### config.mk
export PLATFORM = sky130hd
export DESIGN_NAME = boot_mode_ctrl
export DESIGN_NICKNAME = d
export VERILOG_FILES = /design/src/rtl/boot_mode_ctrl.sv
export SDC_FILE = /design/constraint.sdc
export NUM_CORES = 1
export LEC_CHECK = 0
export ABC_AREA = 1
export BUFFER_PORTS_ARGS = -buffer_cell sky130_fd_sc_hd__buf_4
export CORE_MARGIN = 1.5
export CORE_UTILIZATION = 32
export DETAILED_ROUTE_END_ITERATION = 10
export GPL_TIMING_DRIVEN = 0
export PLACE_DENSITY = 0.9
export SLEW_MARGIN = 40
export SYNTH_ARGS = -nofsm -noshare
export SYNTH_HDL_FRONTEND = slang
export SYNTH_SLANG_ARGS = --single-unit
### constraint.sdc
create_clock -name clk -period 2.03 [get_ports clk]
set_clock_uncertainty 0.2 [all_clocks]
set_input_delay 0.406 -clock clk [delete_from_list [all_inputs] [get_ports clk]]
set_output_delay 0.406 -clock clk [all_outputs]
set_load 0.1 [all_outputs]
### src/rtl/boot_mode_ctrl.sv
module boot_mode_ctrl #(
  parameter int ADDR_W     = 32,
  parameter int PRAM_WORDS = 1024
) (
  input  logic              clk,
  input  logic              rst_n,
  input  logic [2:0]        mode_pins,
  input  logic              mode_wr_en,
  input  logic [2:0]        mode_wr_data,
  input  logic              boot_done,
  input  logic              fetch_valid,
  input  logic [ADDR_W-1:0] fetch_addr,
  output logic [2:0]        mode,
  output logic              pram_en,
  output logic              port_b_sel,
  output logic              boot_req,
  output logic              boot_src_host,
  output logic [ADDR_W-1:0] boot_base,
  output logic              start_pulse,
  output logic [ADDR_W-1:0] start_addr,
  output logic              route_int,
  output logic              route_ext_a,
  output logic              route_ext_b
);
  localparam logic [ADDR_W-1:0] PRAM_TOP  = ADDR_W'(PRAM_WORDS - 1);
  localparam logic [ADDR_W-1:0] VEC_HIGH  = {{(ADDR_W-1){1'b1}}, 1'b0};
  localparam logic [ADDR_W-1:0] BYTE_BASE = {{(ADDR_W-16){1'b1}}, 16'h0000};

  logic              started_q;
  logic [2:0]        mode_q;
  logic              start_q;
  logic [ADDR_W-1:0] start_addr_q;

  always_ff @(posedge clk or negedge rst_n) begin
    if (!rst_n) begin
      started_q    <= 1'b0;
      mode_q       <= 3'd0;
      start_q      <= 1'b0;
      start_addr_q <= '0;
    end else begin
      start_q      <= 1'b0;
      start_addr_q <= '0;
      if (!started_q) begin
        started_q <= 1'b1;
        mode_q    <= mode_pins;
        if (!mode_pins[2]) begin
          start_q      <= 1'b1;
          start_addr_q <= mode_pins[1] ? '0 : VEC_HIGH;
        end
      end else if (boot_done && mode_q[2]) begin
        mode_q  <= {2'b00, mode_q[0]};
        start_q <= 1'b1;
      end else if (mode_wr_en) begin
        mode_q <= mode_wr_data;
      end
    end
  end

  logic in_range;
  assign in_range = fetch_addr <= PRAM_TOP;

  assign mode          = mode_q;
  assign pram_en       = started_q && (mode_q[2:1] == 2'b00);
  assign port_b_sel    = started_q && mode_q[0];
  assign boot_req      = started_q && mode_q[2];
  assign boot_src_host = boot_req && mode_q[1];
  assign boot_base     = (boot_req && !mode_q[1]) ? BYTE_BASE : '0;
  assign start_pulse   = start_q;
  assign start_addr    = start_addr_q;
  assign route_int     = fetch_valid && pram_en && in_range;
  assign route_ext_a   = fetch_valid && started_q && !route_int && !mode_q[0];
  assign route_ext_b   = fetch_valid && started_q && !route_int && mode_q[0];
endmodule


### Word level (Yosys, flattened, before mapping)

Index checks and enable logic that the tools add are counted.

| word-level totals | value |
|---|---|
| input bits | 43 |
| output and inout bits | 75 |
| bits in registers | 37 |
| logic and storage cells | 36 |

| operators by class | value |
|---|---|
| muxes and demuxes | 10 |
| eq/ne operators | 3 |
| reduce and logical (&&, ||, !) cells | 17 |
| $lt $le $gt $ge | 1 |

Operator list:

| kind | count |
|---|---|
| $mux 32 | 4 |
| $le 32x10->1 const B | 1 |
| $logic_and 1x1->1 | 12 |
| $mux 3 | 3 |
| $ne 2x2->1 const B | 2 |
| $logic_not 1->1 | 3 |
| $mux 1 | 3 |
| $ne 3x2->1 const B | 1 |
| $logic_not 2->1 | 1 |
| $reduce_and 2->1 | 1 |

### Longest topological paths before layout

| logic depth | value |
|---|---|
| depth after elaboration | 7 |
| gate-level depth with buffers | 8 |
| depth with buffers taken out | 7 |

### Worst setup path after synthesis

OpenSTA, ideal clock, no wires.

| timing path | value |
|---|---|
| kind | reg-to-output |
| from | register mode_q[1], in the netlist mode[1] |
| to | output port route_ext_a |
| path buffers | 0 |
| arrival | 3.759 ns |
| path slack | -2.335 ns |
| stages on the path, launching flop included | 7 |
| data required time | 1.424 ns |
| cells stage by stage | dfrtp_1 -> inv_1 -> nand2_2 -> nor2_4 -> nand3_2 -> nor2_4 -> nor3_1 |

| on the way | value |
|---|---|
| word-level cells in the longest chain between the ends | 7 |

Ends and longest elaborated chain:

| item | line | RTL |
|---|---|---|
| from (decl) | 30 | `logic [2:0] mode_q;` |
| from (signal assigned) | 45 | `mode_q <= mode_pins;` |
| from (signal assigned) | 51 | `mode_q <= {2'b00, mode_q[0]};` |
| from (signal assigned) | 54 | `mode_q <= mode_wr_data;` |
| $logic_not 2->1 | 63 | `assign pram_en = started_q && (mode_q[2:1] == 2'b00);` |
| $logic_and 1x1->1 | 63 |  |
| via pram_en | 14 | `output logic pram_en,` |
| $logic_and 1x1->1 (2 in a row) | 70 | `assign route_int = fetch_valid && pram_en && in_range;` |
| via route_int | 21 | `output logic route_int,` |
| $logic_not 1->1 | 71 | `assign route_ext_a = fetch_valid && started_q && !route_int && !mode_q[0];` |
| $logic_and 1x1->1 (2 in a row) | 71 |  |
| to (decl) | 22 | `output logic route_ext_a,` |

The timed path passes the listed nets, and every way through them passes these cells.

### Worst setup path after layout

| timing path | value |
|---|---|
| from | register mode_q[1], in the netlist mode[1] |
| to | output port route_ext_a |

| on the way | value |
|---|---|
| word-level cells in the longest chain between the ends | 7 |

Ends and longest elaborated chain:

| item | line |
|---|---|
| $logic_not 2->1 | 63 |
| $logic_and 1x1->1 | 63 |
| $logic_and 1x1->1 (2 in a row) | 70 |
| $logic_not 1->1 | 71 |
| $logic_and 1x1->1 (2 in a row) | 71 |

Every way passes these cells.

==> impl_metrics.env <==
export IMPL_ff_latch_area_um2=162.7
export IMPL_worstPathArrival_ns=1.46
export IMPL_clockBufferDepth=2
export IMPL_clock_sinks=6
export IMPL_hold_violations=0
export IMPL_dp_hpwl_um=2121
export IMPL_multi_input_area_um2=347.8
export IMPL_dp_slack_ns=-0.3090
export IMPL_start_kind="flop"
export IMPL_die_w_um=56.68
export IMPL_maxCapViolCount=0
export IMPL_ys_seq_area_share_pct=16.28
export IMPL_cts_htree_levels=1
export IMPL_yosysTopAreaCellShare_pct=50.47
export IMPL_port_buffers=90
export IMPL_p_per_area_nw_per_um2=621.3
export IMPL_hold_slack_ns=0.1109
export IMPL_grt_pass1_wl_um=4816
export IMPL_synth_area_um2=922.1
export IMPL_syn_inst=134
export IMPL_drc=0
export IMPL_violations="setup timing"
export IMPL_min_period_ns=2.065
export IMPL_met2_length_um=1854
export IMPL_antenna_found_initial=0
export IMPL_r2r_slack_ns=0.63
export IMPL_gp_congestion=0.7352
export IMPL_routed_via_count=1136
export IMPL_core_area_um2=2734
export IMPL_drt_total_wl_um=3125
export IMPL_layout_setup_ws_ns=-0.03484
export IMPL_grt_max_degree=32
export IMPL_rows=19
export IMPL_rsz0062_at_grt="yes"
export IMPL_place_inst=272
export IMPL_syn2layout_area_growth_pct=150.1
export IMPL_final_cell_area_um2=2306
export IMPL_place_area_um2=1949
export IMPL_wl_met3_um=304
export IMPL_irDropWorstVdd_mv=0.6487
export IMPL_die_h_um=56.68
export IMPL_yosysTopAreaCell="buf_4"
export IMPL_setup_viol=4
export IMPL_dr_pass1_iters=2
export IMPL_critPathCaptureType="output pin"
export IMPL_grt_pass1_vias=1078
export IMPL_power_leakage_nw=1.265
export IMPL_crit_fanout=3
export IMPL_synth_most_common_cell="buf_4"
export IMPL_nets=298
export IMPL_synth_common_cells="buf_4 (62), nor2_1 (18), nand2_1 (16)"
export IMPL_yosys_warnings=0
export IMPL_clk_pin_slew_ns=0.05
export IMPL_via_per_inst=3.986
export IMPL_ant_nets=0
export IMPL_routed_top_layer="met4"
export IMPL_drt_initial_drc_count=4
export IMPL_cts_tree="done"
export IMPL_cts_buffers=3
export IMPL_fin_tns_setup_ns=-0.08479
export IMPL_ys_ff_latch=6
export IMPL_io_pins=118
export IMPL_ys_types=18
export IMPL_crit_type="flop to output pin"
export IMPL_drive_above_1_share_pct=72.44
export IMPL_synthArstFlopShare_pct=100.0
export IMPL_die_area_um2=3213
export IMPL_worstHoldPathType="input port to flop"
export IMPL_layout_cells_non_filler=285
export IMPL_post_route_util_pct=84.35
export IMPL_synth_edf_count=0
export IMPL_start_util_pct=33.73
export IMPL_cp_data_required_time_ns=1.42
export IMPL_avgRoutedWirePerCell_um=10.96
export IMPL_period_share_pct=101.7
export IMPL_status="finished, violations left"
export IMPL_n_antenna_cell=0
export IMPL_grtUsageTotal_pct=19.10
export IMPL_nFillCells=170
export IMPL_fmax_ghz=0.4843
export IMPL_synth_area_leaders="buf_4 (50%), dfrtp_1 (16%), nor2_1 (7.3%)"
export IMPL_synth_main_ff_cell="dfrtp_1"
export IMPL_clock_latency_ns=0.25
export IMPL_cts_root_buf="clkbuf_4"
export IMPL_wl_met1_um=895
export IMPL_slew_viol_final=0
export IMPL_p_total_mw=1.433
export IMPL_grt_overflow_total=0
export IMPL_syn_area_per_cell_um2=6.882
## layout make-up
cell class                 count  share of cell area, %
tap                           31                  1.682
sequential                     6                  7.054
clock buffer                   4                  1.139
multi-input combinational     69                  15.08
timing repair buffer         100                  44.17
buffer                        63                  28.81
inverter                      12                  2.062
## logic make-up after synthesis
logic type             Yosys count  share of synthesized area, %
AO/OA/AOI/OAI                    6                         4.207
buffers and inverters           75                         56.58
flip-flops                       6                         16.28
other                            2                        0.8144
AND/OR/NAND/NOR                 45                         22.12
## sequential cells by signal (all words and copies together) (netlist names)
| register | cells |
|---|---|
| started_q | 1 |
| mode | 3 |
| start_pulse | 1 |
| start_addr | 1 |
## final timing paths
kind,startpoint,endpoint,cells past startpoint
min in group asynchronous,rst_n,start_addr[30],2
worst min register to register,started_q,start_addr[30],3
worst max register to register,started_q,mode[1],7
worst min-delay path,mode_pins[1],start_addr[30],2
max in group asynchronous,rst_n,mode[1],2
worst max-delay path,mode[1],route_ext_a,7
## metal layers
layer  up-vias  global-route usage (%)
li1        564                       -
met1       504                   16.25
met2        62                   40.70
met3         6                   3.917
met4         0                   7.823
met5         -                       0
## critical path, cell delays in order, from the launching register on
cell	delay, ns
dfrtp_4	0.50
inv_4	0.08
nand2_4	0.04
nor2_4	0.08
nand3_2	0.08
nor2_4	0.20
nor3_4	0.06
buf_12	0.17
## what timing repair did
action,4_1_cts,5_1_grt
hold buffers,1,0
pin swaps,4,1
endpoints found under the hold margin,6,0
endpoints found under the setup margin,19,49
setup buffers,7,1
resized for setup,57,3
## where the power goes
part / total (mW) / internal, mW / switching (mW)
logic: 1.16 / 0.376 / 0.783
clock network: 0.118 / 0.0744 / 0.0433
registers: 0.156 / 0.136 / 0.0204
## placed cells by master, fill, tap and decap left out, drive strengths merged
| master | count |
|---|---|
| a21oi | 3 |
| buf | 162 |
| clkbuf | 4 |
| conb | 18 |
| dfrtp | 6 |
| dlygate4sd3 | 1 |
| inv | 12 |
| nand2 | 19 |
| nand3 | 3 |
| nor2 | 20 |
| nor3 | 3 |
| o21ai | 2 |
| o22ai | 1 |
Note: power is estimated with default switching activity, not from simulation.
